--- config.mk ---
export PLATFORM = sky130hd
export DESIGN_NAME = tref_selector
export DESIGN_NICKNAME = d
export VERILOG_FILES = /design/src/rtl/tref_pkg.sv /design/src/rtl/tref_qual.sv /design/src/rtl/tref_pick.sv /design/src/rtl/tref_selector.sv
export SDC_FILE = /design/constraint.sdc
export NUM_CORES = 1
export LEC_CHECK = 0
export ABC_AREA = 0
export BUFFER_PORTS_ARGS = -buffer_cell sky130_fd_sc_hd__buf_2
export CAP_MARGIN = 10
export CORE_MARGIN = 1
export CORE_UTILIZATION = 57
export DETAILED_ROUTE_END_ITERATION = 10
export PLACE_DENSITY = 0.89
export SLEW_MARGIN = 15
export SYNTH_ARGS = -nofsm -noshare
export SYNTH_HDL_FRONTEND = slang
export SYNTH_SLANG_ARGS = --single-unit
--- constraint.sdc ---
create_clock -name clk -period 4.6 [get_ports clk]
set_clock_uncertainty 0.05 [all_clocks]
set_input_delay 0.92 -clock clk [delete_from_list [all_inputs] [get_ports clk]]
set_output_delay 0.92 -clock clk [all_outputs]
set_load 0.02 [all_outputs]
--- src/rtl/tref_pkg.sv ---
package tref_pkg;
    localparam int NUM_REFS = 4;

    typedef enum logic [1:0] {
        SEL_EXT_PRI  = 2'b00,
        SEL_EXT_SEC  = 2'b01,
        SEL_LINE_PRI = 2'b10,
        SEL_LINE_SEC = 2'b11
    } ref_code_e;
endpackage

--- src/rtl/tref_qual.sv ---
module tref_qual #(
    parameter int QUAL_W = 8
) (
    input  logic              clk,
    input  logic              rst_n,
    input  logic              tick_i,
    input  logic              valid_i,
    input  logic [QUAL_W-1:0] len_i,
    output logic              qual_o
);
    logic [QUAL_W-1:0] cnt_d, cnt_q;

    always_comb begin
        cnt_d = cnt_q;
        if (!valid_i) begin
            cnt_d = '0;
        end else if (tick_i && (cnt_q < len_i)) begin
            cnt_d = cnt_q + 1'b1;
        end
    end

    always_ff @(posedge clk or negedge rst_n) begin
        if (!rst_n) cnt_q <= '0;
        else        cnt_q <= cnt_d;
    end

    assign qual_o = valid_i && (cnt_q >= len_i);


    qual_rise_chk: assert property (@(posedge clk) disable iff (!rst_n)
        ($rose(qual_o) && (len_i != '0)) |-> $past(valid_i));
endmodule

--- src/rtl/tref_pick.sv ---
module tref_pick
    import tref_pkg::*;
(
    input  logic                mode_line_i,
    input  logic                equip_i,
    input  logic [NUM_REFS-1:0] qual_i,
    output ref_code_e           code_o,
    output logic                none_o
);
    always_comb begin
        code_o = SEL_EXT_PRI;
        none_o = 1'b0;
        if (!mode_line_i) begin
            if (qual_i[SEL_EXT_PRI])      code_o = SEL_EXT_PRI;
            else if (qual_i[SEL_EXT_SEC]) code_o = SEL_EXT_SEC;
            else                          none_o = 1'b1;
        end else begin
            if (qual_i[SEL_LINE_PRI])                 code_o = SEL_LINE_PRI;
            else if (qual_i[SEL_LINE_SEC])            code_o = SEL_LINE_SEC;
            else if (equip_i && qual_i[SEL_EXT_PRI])  code_o = SEL_EXT_PRI;
            else                                      none_o = 1'b1;
        end
    end
endmodule

--- src/rtl/tref_selector.sv ---
module tref_selector
    import tref_pkg::*;
#(
    parameter int CW_W   = 16,
    parameter int QUAL_W = 8
) (
    input  logic              clk,
    input  logic              rst_n,
    input  logic              tick_i,
    input  logic              mode_line_i,
    input  logic              ext_pri_ok_i,
    input  logic              ext_sec_ok_i,
    input  logic              line_pri_ok_i,
    input  logic              line_sec_ok_i,
    input  logic              ext_pri_equip_i,
    input  logic [QUAL_W-1:0] qual_len_i,
    input  logic              oot_i,
    input  logic [CW_W-1:0]   loop_word_i,
    output logic [1:0]        ref_sel_o,
    output logic              holdover_o,
    output logic [CW_W-1:0]   hold_word_o,
    output logic              suppress_o,
    output logic              fault_o
);
    typedef struct packed {
        ref_code_e       sel;
        logic            hold;
        logic [CW_W-1:0] track;
        logic            supp;
        logic            fault;
    } state_t;

    state_t st_d, st_q;

    logic [NUM_REFS-1:0] valid_vec;
    logic [NUM_REFS-1:0] qual;
    ref_code_e           pick_code;
    logic                pick_none;

    assign valid_vec = {line_sec_ok_i, line_pri_ok_i, ext_sec_ok_i, ext_pri_ok_i};

    for (genvar gi = 0; gi < NUM_REFS; gi++) begin : g_qual
        tref_qual #(.QUAL_W(QUAL_W)) u_qual (
            .clk     (clk),
            .rst_n   (rst_n),
            .tick_i  (tick_i),
            .valid_i (valid_vec[gi]),
            .len_i   (qual_len_i),
            .qual_o  (qual[gi])
        );
    end

    tref_pick u_pick (
        .mode_line_i (mode_line_i),
        .equip_i     (ext_pri_equip_i),
        .qual_i      (qual),
        .code_o      (pick_code),
        .none_o      (pick_none)
    );

    always_comb begin
        st_d       = st_q;
        st_d.hold  = pick_none;
        if (!pick_none) st_d.sel = pick_code;
        if (tick_i && !st_q.hold && qual[st_q.sel]) st_d.track = loop_word_i;
        st_d.supp  = oot_i;
        st_d.fault = oot_i;
    end

    always_ff @(posedge clk or negedge rst_n) begin
        if (!rst_n) begin
            st_q.sel   <= SEL_EXT_PRI;
            st_q.hold  <= 1'b1;
            st_q.track <= '0;
            st_q.supp  <= 1'b0;
            st_q.fault <= 1'b0;
        end else begin
            st_q <= st_d;
        end
    end

    assign ref_sel_o   = st_q.sel;
    assign holdover_o  = st_q.hold;
    assign hold_word_o = st_q.track;
    assign suppress_o  = st_q.supp;
    assign fault_o     = st_q.fault;


    hold_frozen_chk: assert property (@(posedge clk) disable iff (!rst_n)
        holdover_o |=> $stable(hold_word_o));

    oot_suppress_chk: assert property (@(posedge clk) disable iff (!rst_n)
        oot_i |=> (suppress_o && fault_o));

    ext_no_line_chk: assert property (@(posedge clk) disable iff (!rst_n)
        !mode_line_i |=> (holdover_o || !ref_sel_o[1]));

    ext_pri_wins_chk: assert property (@(posedge clk) disable iff (!rst_n)
        (!mode_line_i && qual[0]) |=> (!holdover_o && ref_sel_o == 2'b00));

    line_pri_wins_chk: assert property (@(posedge clk) disable iff (!rst_n)
        (mode_line_i && qual[2]) |=> (!holdover_o && ref_sel_o == 2'b10));

    line_empty_hold_chk: assert property (@(posedge clk) disable iff (!rst_n)
        (mode_line_i && !ext_pri_equip_i && !qual[2] && !qual[3]) |=> holdover_o);
endmodule

==> impl_summary.md <==
CTS
TritonCTS built the clock tree. The buffer cell driving the clock tree root is sky130_fd_sc_hd__clkbuf_8. The clock-pin slew on the worst setup and hold paths is roughly 90 ps. For this design, the sink count on the clock tree is 52. The count of instances resized after the clock tree is built is 0.

The H-tree generated during clock tree synthesis spans 2 levels. The number of buffers added by the clock tree synthesis step is 5. At the later pin of the worst-skew pair, clock insertion delay measures ~310 ps. The buffers inserted during post-CTS setup optimization is 0. The longest clock path from root to sink contains 2 buffers.

After clock tree synthesis, the flow added hold-fix buffers numbering 0.

Critical path
The number of cells on the worst reg-to-reg path is 7. The startpoint of the lowest-slack register-to-register path is g_qual[2].u_qual.cnt_q[2]. The critical-path maximum fanout is 16. The reg2reg setup slack is 1590 ps. The category of the most critical setup path is in -> reg.

In this run the worst setup path terminates at hold_word_o[13]. The worst endpoint required time is between 4000 and 5000 ps. The worst setup path is captured at a flop. The worst register-to-register path ends at hold_word_o[13].

The launching element type of the critical path is an input pin. The critical path arrival is roughly 3500 ps. The critical path launch point is qual_len_i[2].

Placement
The wire-length estimate of the detail-placed layout is 5.25 mm. Prior to clock tree synthesis, the placed netlist has a worst setup slack of slightly below 900 ps. The count of buffers added on input and output ports is between 50 and 60. The placer congestion estimate is about 0.86. The total instance count after detailed placement is ~440.

Logic synthesis
For this run, the number of Yosys warnings is 0. The cell taking the most area after synthesis is sky130_fd_sc_hd__dfrtp_1. The share of synthesized cell area in full adder, half adder and majority cells is 0.136. The largest family of logic cells by synthesized area is simple AND/OR/NAND/NOR gates. Counting flops and latches in the post-synthesis netlist gives 52. The post-synthesis xor/xnor area fraction is 0.0555. The sequential area share after synthesis is 0.393. The mux share of post-synthesis cell area is 0.0808. The complex-gate fraction of the synthesized area was 0.143. After synthesis, the cell types taking the most area are sky130_fd_sc_hd__dfrtp_1 38%, sky130_fd_sc_hd__ha_1 14%, sky130_fd_sc_hd__mux2_4 4.5%, sky130_fd_sc_hd__xnor2_1 3.2%, sky130_fd_sc_hd__inv_1 2.7%. The number of nets in the synthesized netlist is between 300 and 400. The simple-gate area share of the yosys netlist is 0.152. The share of synthesized area in the top cell type comes to 0.385.

The synthesized design contains 0 enable-type register cells. The per-instance average area after synthesis is 10.5 sq um. Counting distinct cell types in the post-synthesis netlist gives 52. Summing every instance area after synthesis gives roughly 3300 sq um. In the synthesized netlist the dominant register cell turns out to be sky130_fd_sc_hd__dfrtp_1. After synthesis, the share of flip-flops with an asynchronous set or reset is 1.00. Synthesis produced between 300 and 400 cells.

Layout
Of the cells placed in the final design, the portion with a size suffix greater than 1 is 0.254. The repair_antennas step left the layout with diodes totalling 0. The count of non-filler cells in the finished layout is 446. The final layout net count is about 440. The area added between synthesis and finish is 13.2%.

Floorplan
The top-level port count is 55. The core outline area is between 5000 and 6000 sq um. The die is 78.3 microns wide. The initial cell density of the core is 0.598. The die covers 6130 sq um. The cell row count is 27. In this run the vertical extent of the chip is ~80 microns.

Power
IR analysis of the VDD net gives a maximum drop of ~0.16 mV. The power after layout is 0.000928 W. The static leakage is about 1.9 nW. Power spread over the standard cell area amounts to 247 nW/um^2.

Global route
The number of antenna violations at the first check in global routing is 0. Across every metal layer, demand over resource in global routing totals 0.240. After global routing the overflow that remains totals 0. The via count of the first global-routing pass is roughly 2600. The first-pass GRT wire length is around 12 mm. The largest net degree at the start of global routing is 31.

Timing
Setup repair after global routing left no endpoint under its margin. The relative slew slack is 0.514. The count of endpoints failing hold in the final timing report was 0. The highest attainable clock frequency is slightly below 300 MHz. The clock period minus final worst setup slack is 3390 ps. In the finished design, the share of the clock period the worst path needs comes to 0.737. The number of setup violations in the final report is 0.

Hold timing on the final database bottoms out at a slack of between 400 and 500 ps. Across all setup checks in the final design, the least slack found is 1210 ps. The transition time at the pin with the least slew margin is slightly above 700 ps. For the final routed database, the setup TNS stands at 0 ps. The number of slew-limit violations in the final report was 0.

Outcome
The run finished with clean final reports.

Drt
Dividing the detail-routed via count by the number of cells gives around 5.9. For this run, design rule violations remaining after detail routing come to 0. The final wirelength is between 6 and 7 mm. For this run, the detailed router's first-pass iteration total came to 4. The average wire per standard cell is about 15 microns. After the first detailed-routing iteration, the DRC count stood at around 130. The number of nets with antenna violations after routing is 0. The detailed-route via count is 2616.

Flow run
The number of max-cap violations is 0.

Hold path
The worst hold path belongs to the class reg -> reg.
[cells in the mapped netlist, drive strengths merged, types with 6 or more instances]
library cell	instances
nand4	13
mux2	16
dfrtp	51
and2	11
xnor2	12
nand2	19
inv	24
nand3	6
ha	36
o21ai	14
xor2	9
a21oi	18
nor2	19
[per-layer routing]
| metal | vias up | global-route usage | part of all wire |
|---|---|---|---|
| li1 | 1255 | - | - |
| met1 | 1240 | 0.296 | 0.44 |
| met2 | 107 | 0.416 | 0.47 |
| met3 | 14 | 0.0547 | 0.077 |
| met4 | 0 | 0.0741 | 0.017 |
| met5 | - | 0 | 0 |
[logic make-up after synthesis]
family / count (synthesis)
compound gates: 62
xor+xnor: 21
fa+ha+maj: 36
buf+inv: 30
flops: 52
mux: 21
simple gates: 95
[worst min-delay path by stage]
stage,to,cells past startpoint,slack (ps),from
6_report,hold_word_o[8],1,470,hold_word_o[8]
5_1_grt,hold_word_o[9],1,490,hold_word_o[9]
4_1_cts,hold_word_o[8],1,470,hold_word_o[8]
3_5_place_dp,hold_word_o[0],1,440,hold_word_o[0]
3_3_place_gp,hold_word_o[13],1,440,hold_word_o[13]
2_1_floorplan,g_qual[2].u_qual.cnt_q[5],2,470,g_qual[2].u_qual.cnt_q[5]
[critical path, stage by stage]
cell and delay (ps):
sky130_fd_sc_hd__buf_2 100, sky130_fd_sc_hd__inv_1 160, sky130_fd_sc_hd__ha_1 290, sky130_fd_sc_hd__a21oi_2 160
sky130_fd_sc_hd__o221ai_2 140, sky130_fd_sc_hd__o311ai_2 450, sky130_fd_sc_hd__mux2i_1 210, sky130_fd_sc_hd__a41oi_4 690
sky130_fd_sc_hd__mux2_2 420
[where the power goes]
group          internal [W]  switching [W]  leakage, nW
Combinational     0.0000540      0.0000750         1.16
Clock              0.000161       0.000154       0.0541
Sequential         0.000469      0.0000158        0.708
Total              0.000684       0.000244         1.92
[flip-flops by register name (all words and copies together), names as in the netlist]
register,cells
hold_word_o,16
ref_sel_o,2
g_qual.u_qual.cnt_q,32
holdover_o,1
suppress_o,1
[area by class of cell]
type                       count  area (sq um)
clock buffer                   5          68.8
clock inverter                 3          42.5
fill                         437          1790
inverter                      24          90.1
multi-input combinational    235          1880
sequential                    52          1300
tap                           72          90.1
timing repair buffer          55           278
[through the flow]
stage	util	instance area (sq um)
global placement	0.657	3640
floorplan	-	3320
detailed placement	0.657	3640
finish	0.677	3750
global route	0.677	3750
CTS	0.677	3750
[cell usage in the layout (no fill, tap or decap), drive strengths merged, types with 12 or more instances in the layout]
cell	n
nand2	19
dfrtp	51
a21oi	18
o21ai	14
ha	36
nand4	13
mux2	16
buf	55
xnor2	12
nor2	19
inv	24
No activity file was read; power rests on OpenSTA's default activity.
